**src/rtl/slotpd_pkg.sv**
```systemverilog
package slotpd_pkg;

   typedef enum logic [2:0] {
      PH_OFF    = 3'd0,
      PH_LIVE   = 3'd1,
      PH_HOLD   = 3'd2,
      PH_BUSOFF = 3'd3,
      PH_RSTON  = 3'd4,
      PH_CLKOFF = 3'd5
   } phase_t;

   typedef struct packed {
      logic hold_req;
      logic bus_en_n;
      logic slot_rst_n;
      logic clk_en_n;
      logic pwr_en;
      logic led_green;
      logic led_amber;
   } slot_pins_t;

endpackage

```
**src/rtl/slotpd_gap_timer.sv**
```systemverilog
module slotpd_gap_timer #(
   parameter int CNT_W = 9
) (
   input  logic             clk,
   input  logic             rst_n,
   input  logic             load,
   input  logic [CNT_W-1:0] load_val,
   output logic             expired
);

   logic [CNT_W-1:0] cnt_q;

   always_ff @(posedge clk or negedge rst_n) begin
      if (!rst_n) begin
         cnt_q <= '0;
      end else if (load) begin
         cnt_q <= load_val;
      end else if (cnt_q != '0) begin
         cnt_q <= cnt_q - 1'b1;
      end
   end

   assign expired = (cnt_q == '0);

endmodule

```
**src/rtl/slotpd_ctrl.sv**
```systemverilog
module slotpd_ctrl
   import slotpd_pkg::*;
#(
   parameter int CNT_W   = 9,
   parameter int GAP_BUS = 11,
   parameter int GAP_RST = 300,
   parameter int GAP_CLK = 300
) (
   input  logic             clk,
   input  logic             rst_n,
   input  logic             live_set_i,
   input  logic             pd_cmd_i,
   input  logic             hold_gnt_i,
   input  logic             tmr_expired,
   output phase_t           phase,
   output logic             tmr_load,
   output logic [CNT_W-1:0] tmr_val,
   output logic             done
);

   localparam logic [CNT_W-1:0] LD_BUS = CNT_W'(GAP_BUS - 1);
   localparam logic [CNT_W-1:0] LD_RST = CNT_W'(GAP_RST - 1);
   localparam logic [CNT_W-1:0] LD_CLK = CNT_W'(GAP_CLK - 1);

   phase_t phase_q, phase_d;
   logic   done_q, done_d;

   always_comb begin
      phase_d  = phase_q;
      tmr_load = 1'b0;
      tmr_val  = '0;
      done_d   = 1'b0;
      case (phase_q)
         PH_OFF: begin
            if (live_set_i) phase_d = PH_LIVE;
         end
         PH_LIVE: begin
            if (pd_cmd_i) phase_d = PH_HOLD;
         end
         PH_HOLD: begin
            if (hold_gnt_i) begin
               phase_d  = PH_BUSOFF;
               tmr_load = 1'b1;
               tmr_val  = LD_BUS;
            end
         end
         PH_BUSOFF: begin
            if (tmr_expired) begin
               phase_d  = PH_RSTON;
               tmr_load = 1'b1;
               tmr_val  = LD_RST;
            end
         end
         PH_RSTON: begin
            if (tmr_expired) begin
               phase_d  = PH_CLKOFF;
               tmr_load = 1'b1;
               tmr_val  = LD_CLK;
            end
         end
         PH_CLKOFF: begin
            if (tmr_expired) begin
               phase_d = PH_OFF;
               done_d  = 1'b1;
            end
         end
         default: phase_d = PH_OFF;
      endcase
   end

   always_ff @(posedge clk or negedge rst_n) begin
      if (!rst_n) begin
         phase_q <= PH_OFF;
         done_q  <= 1'b0;
      end else begin
         phase_q <= phase_d;
         done_q  <= done_d;
      end
   end

   assign phase = phase_q;
   assign done  = done_q;

   AST_LIVE_ENTRY: assert property (@(posedge clk) disable iff (!rst_n)
      (phase_q == PH_LIVE && $past(phase_q) != PH_LIVE)
         |-> ($past(phase_q) == PH_OFF && $past(live_set_i)));

   AST_HOLD_ENTRY: assert property (@(posedge clk) disable iff (!rst_n)
      (phase_q == PH_HOLD && $past(phase_q) != PH_HOLD)
         |-> ($past(phase_q) == PH_LIVE && $past(pd_cmd_i)));

   AST_DONE_SINGLE: assert property (@(posedge clk) disable iff (!rst_n)
      done_q |=> !done_q);

endmodule

```
**src/rtl/slotpd_drive.sv**
```systemverilog
module slotpd_drive
   import slotpd_pkg::*;
#(
   parameter bit HOLD_THROUGH_CLK = 1'b0
) (
   input  logic       clk,
   input  logic       rst_n,
   input  phase_t     phase,
   output slot_pins_t pins
);

   logic hold_in_rst;

   generate
      if (HOLD_THROUGH_CLK) begin : g_hold_long
         assign hold_in_rst = 1'b1;
      end else begin : g_hold_short
         assign hold_in_rst = 1'b0;
      end
   endgenerate

   always_comb begin
      case (phase)
         PH_LIVE:   pins = '{hold_req: 1'b0, bus_en_n: 1'b0, slot_rst_n: 1'b1,
                             clk_en_n: 1'b0, pwr_en: 1'b1, led_green: 1'b1, led_amber: 1'b0};
         PH_HOLD:   pins = '{hold_req: 1'b1, bus_en_n: 1'b0, slot_rst_n: 1'b1,
                             clk_en_n: 1'b0, pwr_en: 1'b1, led_green: 1'b1, led_amber: 1'b1};
         PH_BUSOFF: pins = '{hold_req: 1'b1, bus_en_n: 1'b1, slot_rst_n: 1'b1,
                             clk_en_n: 1'b0, pwr_en: 1'b1, led_green: 1'b1, led_amber: 1'b1};
         PH_RSTON:  pins = '{hold_req: hold_in_rst, bus_en_n: 1'b1, slot_rst_n: 1'b0,
                             clk_en_n: 1'b0, pwr_en: 1'b1, led_green: 1'b1, led_amber: 1'b1};
         PH_CLKOFF: pins = '{hold_req: 1'b0, bus_en_n: 1'b1, slot_rst_n: 1'b0,
                             clk_en_n: 1'b1, pwr_en: 1'b1, led_green: 1'b1, led_amber: 1'b1};
         default:   pins = '{hold_req: 1'b0, bus_en_n: 1'b1, slot_rst_n: 1'b0,
                             clk_en_n: 1'b1, pwr_en: 1'b0, led_green: 1'b0, led_amber: 1'b0};
      endcase
   end

   AST_RESET_SAFE: assert property (@(posedge clk)
      !rst_n |-> (!pins.pwr_en && pins.clk_en_n && !pins.slot_rst_n && pins.bus_en_n
                  && !pins.led_green && !pins.led_amber && !pins.hold_req));

   AST_RST_AFTER_BUS: assert property (@(posedge clk) disable iff (!rst_n)
      !pins.slot_rst_n |-> pins.bus_en_n);

   AST_CLK_AFTER_RST: assert property (@(posedge clk) disable iff (!rst_n)
      pins.clk_en_n |-> !pins.slot_rst_n);

   AST_PWR_AFTER_CLK: assert property (@(posedge clk) disable iff (!rst_n)
      !pins.pwr_en |-> pins.clk_en_n);

   AST_BUS_UNDER_HOLD: assert property (@(posedge clk) disable iff (!rst_n)
      $rose(pins.bus_en_n) |-> $past(pins.hold_req));

endmodule

```
**src/rtl/slotpd_seq.sv**
```systemverilog
module slotpd_seq
   import slotpd_pkg::*;
#(
   parameter int CLK_MHZ          = 33,
   parameter int GAP_BUS          = 11,
   parameter int GAP_RST          = 300,
   parameter int GAP_CLK          = 300,
   parameter bit HOLD_THROUGH_CLK = 1'b0
) (
   input  logic clk,
   input  logic rst_n,
   input  logic live_set_i,
   input  logic pd_cmd_i,
   input  logic hold_gnt_i,
   output logic hold_req_o,
   output logic bus_en_n_o,
   output logic slot_rst_n_o,
   output logic clk_en_n_o,
   output logic pwr_en_o,
   output logic led_green_o,
   output logic led_amber_o,
   output logic done_o
);

   localparam int GAP_MAX_A = (GAP_BUS > GAP_RST) ? GAP_BUS : GAP_RST;
   localparam int GAP_MAX   = (GAP_MAX_A > GAP_CLK) ? GAP_MAX_A : GAP_CLK;
   localparam int CNT_W     = $clog2(GAP_MAX + 1);
   localparam int CHK_W     = CNT_W + 1;

   generate
      if (CLK_MHZ < 1) begin : g_bad_clk
         $error("slotpd_seq: CLK_MHZ must be positive");
      end
      if (GAP_BUS < 1 || GAP_RST < 1 || GAP_CLK < 1) begin : g_bad_gap
         $error("slotpd_seq: every gap needs at least one cycle");
      end
      if (GAP_BUS * 1000 < 330 * CLK_MHZ || GAP_BUS * 1000 >= 330 * CLK_MHZ + 1000) begin : g_bad_bus
         $error("slotpd_seq: GAP_BUS must be 330 ns rounded up to a whole clock");
      end
      if (GAP_RST * 1000 < 5468 * CLK_MHZ || GAP_RST * 1000 > 14445 * CLK_MHZ) begin : g_bad_rst
         $error("slotpd_seq: GAP_RST outside 5.468 us .. 14.445 us");
      end
      if (GAP_CLK * 1000 < 5438 * CLK_MHZ || GAP_CLK * 1000 > 14415 * CLK_MHZ) begin : g_bad_clkgap
         $error("slotpd_seq: GAP_CLK outside 5.438 us .. 14.415 us");
      end
   endgenerate

   phase_t           phase;
   logic             tmr_load;
   logic [CNT_W-1:0] tmr_val;
   logic             tmr_expired;
   slot_pins_t       pins;

   slotpd_ctrl #(
      .CNT_W   (CNT_W),
      .GAP_BUS (GAP_BUS),
      .GAP_RST (GAP_RST),
      .GAP_CLK (GAP_CLK)
   ) i_ctrl (
      .clk         (clk),
      .rst_n       (rst_n),
      .live_set_i  (live_set_i),
      .pd_cmd_i    (pd_cmd_i),
      .hold_gnt_i  (hold_gnt_i),
      .tmr_expired (tmr_expired),
      .phase       (phase),
      .tmr_load    (tmr_load),
      .tmr_val     (tmr_val),
      .done        (done_o)
   );

   slotpd_gap_timer #(
      .CNT_W (CNT_W)
   ) i_timer (
      .clk      (clk),
      .rst_n    (rst_n),
      .load     (tmr_load),
      .load_val (tmr_val),
      .expired  (tmr_expired)
   );

   slotpd_drive #(
      .HOLD_THROUGH_CLK (HOLD_THROUGH_CLK)
   ) i_drive (
      .clk   (clk),
      .rst_n (rst_n),
      .phase (phase),
      .pins  (pins)
   );

   assign hold_req_o   = pins.hold_req;
   assign bus_en_n_o   = pins.bus_en_n;
   assign slot_rst_n_o = pins.slot_rst_n;
   assign clk_en_n_o   = pins.clk_en_n;
   assign pwr_en_o     = pins.pwr_en;
   assign led_green_o  = pins.led_green;
   assign led_amber_o  = pins.led_amber;

   // Spacing checker: cycles since the last change of any sequenced pin.
   logic [3:0]       chk_prev;
   logic [CHK_W-1:0] chk_cnt;

   always_ff @(posedge clk or negedge rst_n) begin
      if (!rst_n) begin
         chk_prev <= 4'b1011;
         chk_cnt  <= '0;
      end else begin
         chk_prev <= {bus_en_n_o, slot_rst_n_o, clk_en_n_o, pwr_en_o};
         if (chk_prev != {bus_en_n_o, slot_rst_n_o, clk_en_n_o, pwr_en_o}) begin
            chk_cnt <= CHK_W'(1);
         end else if (chk_cnt != '1) begin
            chk_cnt <= chk_cnt + 1'b1;
         end
      end
   end

   AST_GNT_BEFORE_BUS: assert property (@(posedge clk) disable iff (!rst_n)
      $rose(bus_en_n_o) |-> $past(hold_gnt_i));

   AST_BUS_TO_RST: assert property (@(posedge clk) disable iff (!rst_n)
      $fell(slot_rst_n_o) |-> (chk_cnt == CHK_W'(GAP_BUS)));

   AST_RST_TO_CLK: assert property (@(posedge clk) disable iff (!rst_n)
      $rose(clk_en_n_o) |-> (chk_cnt == CHK_W'(GAP_RST)));

   AST_CLK_TO_PWR: assert property (@(posedge clk) disable iff (!rst_n)
      $fell(pwr_en_o) |-> (chk_cnt == CHK_W'(GAP_CLK) && done_o));

endmodule

```
**config.mk**
```make
export PLATFORM = sky130hd
export DESIGN_NAME = slotpd_seq
export DESIGN_NICKNAME = d
export VERILOG_FILES = /design/src/rtl/slotpd_pkg.sv /design/src/rtl/slotpd_gap_timer.sv /design/src/rtl/slotpd_ctrl.sv /design/src/rtl/slotpd_drive.sv /design/src/rtl/slotpd_seq.sv
export SDC_FILE = /design/constraint.sdc
export NUM_CORES = 1
export LEC_CHECK = 0
export ABC_AREA = 1
export CAP_MARGIN = 5
export CORE_MARGIN = 2
export CORE_UTILIZATION = 28
export CTS_CLUSTER_DIAMETER = 60
export DETAILED_ROUTE_END_ITERATION = 10
export PLACE_DENSITY = 0.57
export SLEW_MARGIN = 10
export SYNTH_ARGS = -nofsm -noshare
export SYNTH_HDL_FRONTEND = slang
export SYNTH_SLANG_ARGS = --single-unit
```
**constraint.sdc**
```tcl
create_clock -name clk -period 3.6 [get_ports clk]
set_input_delay 0.54 -clock clk [delete_from_list [all_inputs] [get_ports clk]]
set_output_delay 0.54 -clock clk [all_outputs]
set_load 0.02 [all_outputs]
```
==> impl_metrics.toml, run 1 <==
[outcome]
status = "finished clean"

[setup_path]
reg2reg_from = "i_timer.cnt_q[0]$_DFFE_PN0P_"
crit_arrival_ns = 1.90
crit_family = "buffers and inverters"
r2r-end = "i_ctrl.phase[0]$_DFFE_PN0P_"
critPathCaptureType = "output pin"
critPathRequiredTime_ns = 3.06
startpoint_type = "register"
rrSetupSlack_ns = 1.95
slowest_delay_ns = 0.62
crit_type = "register to output pin"
cp_num_buf_inv = 1
critPathSlowestCell = "clkdlybuf4s50_1"
rr_worst_depth = 9
crit_fanout = 7
cp.depth = 5
critPathLaunch = "i_ctrl.phase[0]$_DFFE_PN0P_"
cp_cell_sequence = "nor2_2 > nand2_1 > nand3_1 > nand3b_1 > clkdlybuf4s50_1"
cp-endpoint = "led_green_o"

[clocking]
tritoncts = "done"
cts_buffers = 3
insertion_delay_ns = 0.28
cts_hold_buf = 0
path_clk_slew_ns = 0.09
cts_max_path_buffers = 2
post_cts_buffers = 0
clkSinkCount = 13
post_cts_resized = 0
cts_root_buf = "clkbuf_4"
htree_levels = 1

[global_routing]
antenna_found_initial = 0
grt_pass1_wl_mm = 3.23
grt_pass1_vias = 743
grtUsageTotal_pct = 11.7
grt_max_degree = 14
grt-ovfl-total = 0

[placed_design]
port_buffers = 12
gp_congestion = 0.799
dpl.hpwl_mm = 1.37

[logic_synthesis]
ys_types = 26
syn_nets = 119
netlist_instances = 113
ys_ff_latch = 13
synth-async-reset-ratio_pct = 100
synth_ff_type = "dfrtp_1"
syn_area_um2 = 902
synth_edf_count = 0
synth_seq_area_share_pct = 36.1
ys_warn_count = 0
avgSynthCellArea_um2 = 7.98

[detailed_routing]
wl_met2_um = 790
wl_mm = 1.78
dr.pass1.iters = 4
first_iter_violations = 15
top_layer = "met4"
m1WireLength_um = 906
drc = 0
via_per_inst = 4.27
ant_nets = 0
via_count = 731
wl_per_cell_um = 10.4
wl_met3_um = 74

[floorplan]
die-area_um2 = 3690
core_um2 = 3050
io_pins = 13
start_util_pct = 29.5
die_h_um = 60.8
die_w_um = 60.8
rows = 20

[sta]
fmax_ghz = 0.410
rsz0062_at_grt = "no"
slew_headroom_pct = 60.7
fin_skew_ns = 0.00873
fin_setup_tns_ns = 0
drv_slew = 0
period_minus_slack_ns = 2.44
finalSetupViolCount = 0
worst_slew_pin_slew_ns = 0.588
hold_viol_final = 0
fin_crit_sh_pct = 67.8

[cells_and_area]
antenna_cells = 0
drive_above_1_share_pct = 23.6
post-route-util_pct = 35.5
fillCellCount = 350
area_delta_synth_final_pct = 20.2
layout.nets = 134

[power_and_ir_drop]
p_int_w = 0.000519
p_sw_share_pct = 49.1
max-vdd-ir-drop_v = 0.000560
seqPwrFrac_pct = 26.7
p_sw_w = 0.000502
clkPwrFrac_pct = 9.2
power.leakage_nw = 0.555
comb_power_share_pct = 64.1
power_density_nw_per_um2 = 941

[job]
max_cap_violations = 0

[worst_hold_path]
hold_path.class = "register to register"
[Yosys cell counts, types with 2 or more instances]
master / number / area share [%]
o21ai_0: 2 / 1.1
nor2_2: 2 / 1.4
inv_1: 14 / 5.8
nand4_1: 4 / 2.8
nor2_4: 3 / 3.7
o21ai_2: 2 / 1.9
inv_2: 5 / 2.1
nand3_2: 2 / 2.2
dfrtp_1: 13 / 36
nand3_1: 12 / 6.7
nand2_1: 20 / 8.3
nand2_2: 6 / 4.2
nand2_4: 2 / 2.5
xnor2_1: 2 / 1.9
nor2_1: 12 / 5.0
nor3_2: 2 / 2.2
[worst register-to-register path: cells and delay by family, from the launching register on]
family | cells | cell delay [ns]
buffers and inverters | 1 | 0.11
adder cells (fa/ha/maj) | 1 | 0.31
AND/OR/NAND/NOR | 7 | 0.73
flip-flops | 1 | 0.39
[worst min path at each step]
| stage | cells past startpoint | end | slack, ns | start |
|---|---|---|---|---|
| finish | 2 | i_timer.cnt_q[1]$_DFFE_PN0P_ | 0.54 | i_timer.cnt_q[1]$_DFFE_PN0P_ |
| global route | 3 | i_timer.cnt_q[0]$_DFFE_PN0P_ | 0.57 | i_timer.cnt_q[0]$_DFFE_PN0P_ |
| CTS | 3 | i_timer.cnt_q[0]$_DFFE_PN0P_ | 0.55 | i_timer.cnt_q[0]$_DFFE_PN0P_ |
| detailed placement | 2 | i_timer.cnt_q[1]$_DFFE_PN0P_ | 0.52 | i_timer.cnt_q[1]$_DFFE_PN0P_ |
| global placement | 2 | i_timer.cnt_q[1]$_DFFE_PN0P_ | 0.52 | i_timer.cnt_q[1]$_DFFE_PN0P_ |
| floorplan | 0 | i_ctrl.done$_DFF_PN0_ | 0.24 | rst_n |
[logic make-up after synthesis]
logic type	share of synthesized area, %
adders and majority gates	1.39
and+or+nand+nor	44.0
xor gates and xnor gates	2.91
AOI/OAI and AO/OA	5.69
DFF	36.1
buffers and inverters	9.99
[state kept, by name (all words and copies together) (netlist names)]
register / cells
i_timer.cnt_q: 9
i_ctrl.done: 1
i_ctrl.phase: 3
[power groups by stage]
stage | sequential (W) | combinational, W | clock [W]
final | 0.000272 | 0.000654 | 0.0000940
after global routing | 0.000281 | 0.000737 | 0.000105
after CTS | 0.000272 | 0.000663 | 0.0000993
after detailed placement | 0.000274 | 0.000657 | 0
after global placement | 0.000271 | 0.000652 | 0
after floorplan | 0.000260 | 0.000491 | 0
[per-stage QoR]
step	hold slack, ns	instances	power [W]	area [um^2]	setup WS (ns)
global route	0.571	171	0.00112	1080	1.05
finish	0.538	171	0.00102	1080	1.16
CTS	0.546	171	0.00103	1080	1.16
detailed placement	0.523	167	0.000931	1060	1.48
floorplan	0.244	113	0.000751	902	1.84
global placement	0.521	167	0.000924	1060	1.52
[cells in the final DEF, fill, tap and decap left out]
cell type and n:
a21boi_2 1, a21oi_1 1, clkbuf_1 1, clkbuf_4 3, clkdlybuf4s50_1 12, dfrtp_1 13, ha_1 1, inv_1 14
inv_2 5, nand2_1 20, nand2_2 6, nand2_4 2, nand3_1 12, nand3_2 2, nand3_4 1, nand3b_1 1
nand4_1 4, nor2_1 12, nor2_2 2, nor2_4 3, nor2_8 1, nor3_2 2, o21ai_0 2, o21ai_2 2
o31ai_1 1, xnor2_1 2, xor2_1 1
[layout make-up]
| class | instances | area [um^2] | share of cell area [%] |
|---|---|---|---|
| Multi-Input combinational cell | 79 | 487 | 44.9 |
| Sequential cell | 13 | 325 | 30.0 |
| Timing Repair Buffer | 12 | 120 | 11.1 |
| Inverter | 19 | 71.3 | 6.57 |
| Tap cell | 44 | 55.1 | 5.07 |
| Clock buffer | 4 | 26.3 | 2.42 |
[layer usage]
layer / track usage, % / vias to the layer above
li1: - / 385
met5: 0 / -
met3: 4.26 / 2
met2: 17.8 / 17
met1: 15.6 / 327
met4: 3.11 / 0
Note: power is estimated with default switching activity, not from simulation.
==> run 2, diff against run 1 <==
- PLACE_DENSITY: 0.57 -> 0.58
- clock period: 3.6 -> 2.1 ns (I/O delays scaled with it)
==> impl_metrics.toml, run 2 (synthesis results as in run 1) <==
[power_and_ir_drop]
power.leakage_nw = 0.575
max-vdd-ir-drop_v = 0.000701
power_w = 0.00171
power_density_nw_per_um2 = 1570

[floorplan]
io_pins = 13
die_w_um = 60.8
rows = 20
core_um2 = 3050
start_util_pct = 29.5
die-area_um2 = 3690
die_h_um = 60.8

[cells_and_area]
final_cell_mix = "nand2_1 (20), inv_1 (14), nand3_1 (12), nor2_1 (12), dfrtp_1 (11)"
drive_above_1_share_pct = 25.2
design_area_um2 = 1090
regMostFlops = "i_timer.cnt_q"
layout.nets = 134
area_delta_synth_final_pct = 20.7
antenna_cells = 0
layout_commonest_cell = "nand2_1"
largest_register_ffs = 9

[worst_hold_path]
hold_path.class = "input pin to async pin"

[sta]
hold_viol_final = 0
worst_slew_pin_slew_ns = 0.600
finalSetupViolCount = 0
drv_slew = 0
fin_skew_ns = 0.00135
fmax_ghz = 0.526
fin_crit_sh_pct = 90.5
rsz0062_at_grt = "no"
period_minus_slack_ns = 1.90
timing.hold.ws_ns = 0.410
fin_setup_tns_ns = 0
slew_headroom_pct = 59.8

[detailed_routing]
dr.pass1.iters = 4
first_iter_violations = 27
wl_mm = 1.81
via_count = 737
wl_per_cell_um = 10.6
ant_nets = 0
drc = 0
via_per_inst = 4.31

[clocking]
clkSinkCount = 13
insertion_delay_ns = 0.28
tritoncts = "done"
cts_buffers = 3
post_cts_resized = 4
post_cts_buffers = 0
cts_root_buf = "clkbuf_4"
path_clk_slew_ns = 0.08
cts_max_path_buffers = 2
htree_levels = 1
cts_hold_buf = 0

[global_routing]
antenna_found_initial = 0
grt_pass1_wl_mm = 3.08
grtUsageTotal_pct = 11.2
grt-ovfl-total = 0
grt_pass1_vias = 707
grt_max_degree = 14

[setup_path]
critPathSlowestCell = "dfrtp_1"
startpoint_type = "register"
crit_fanout = 7
critPathRequiredTime_ns = 1.78
crit_arrival_ns = 1.59
crit_type = "register to output pin"
slowest_delay_ns = 0.46
critPathCaptureType = "output pin"
cp_cell_sequence = "nor2_2 > nand2_1 > nand3_1 > nand3b_1 > dlygate4sd2_1"

[job]
max_cap_violations = 0

[placed_design]
dpl.hpwl_mm = 1.39
port_buffers = 12
dpl-instance-area_um2 = 1060
gp_congestion = 0.773

[outcome]
status = "finished clean"
run 2: area by class of cell:
class | count | area, um^2
Sequential cell | 13 | 328
Inverter | 19 | 71.3
Tap cell | 44 | 55.1
Clock buffer | 4 | 26.3
Fill cell | 338 | 1960
Timing Repair Buffer | 12 | 121
Multi-Input combinational cell | 79 | 487
run 2: metal layers:
metal,part of all wire (%),GRT usage (%)
met3,4.6,4.48
met5,0,0
met1,48,13.8
met4,0.83,3.42
met2,46,18.0
run 2: critical path, delay by kind of cell (launching register included):
family | cells | cell delay (ns)
simple gates | 4 | 0.51
flops | 1 | 0.46
buf+inv | 1 | 0.34
run 2: power breakdown:
| group | switching, W | internal [W] | leakage [nW] |
|---|---|---|---|
| clock | 0.0000863 | 0.0000736 | 0.0150 |
| sequential | 0.000116 | 0.000353 | 0.162 |
| combinational | 0.000658 | 0.000423 | 0.397 |
| total | 0.000860 | 0.000849 | 0.575 |
run 2: stage by stage:
stage	setup slack [ns]	cells	utilization (%)
after floorplan	0.566	113	-
after global placement	0.242	167	34.7
after detailed placement	0.235	167	34.7
after CTS	0.000820	171	35.5
after global routing	0.0996	171	35.7
final	0.200	171	35.7
run 2: final timing paths:
kind / endpoint / start / depth (start not counted) / slack, ns
min in group clk: i_timer.cnt_q[1]$_DFFE_PN0P_ / i_timer.cnt_q[1]$_DFFE_PN0P_ / 2 / 0.54
max: led_green_o / i_ctrl.phase[0]$_DFFE_PN0P_ / 5 / 0.20
max in group asynchronous: i_ctrl.phase[1]$_DFFE_PN0P_ / rst_n / 1 / 1.26
min: i_timer.cnt_q[4]$_DFFE_PN0P_ / rst_n / 1 / 0.41
max reg2reg: i_ctrl.phase[0]$_DFFE_PN0P_ / i_timer.cnt_q[0]$_DFFE_PN0P_ / 9 / 0.42
min reg2reg: i_timer.cnt_q[1]$_DFFE_PN0P_ / i_timer.cnt_q[1]$_DFFE_PN0P_ / 2 / 0.54
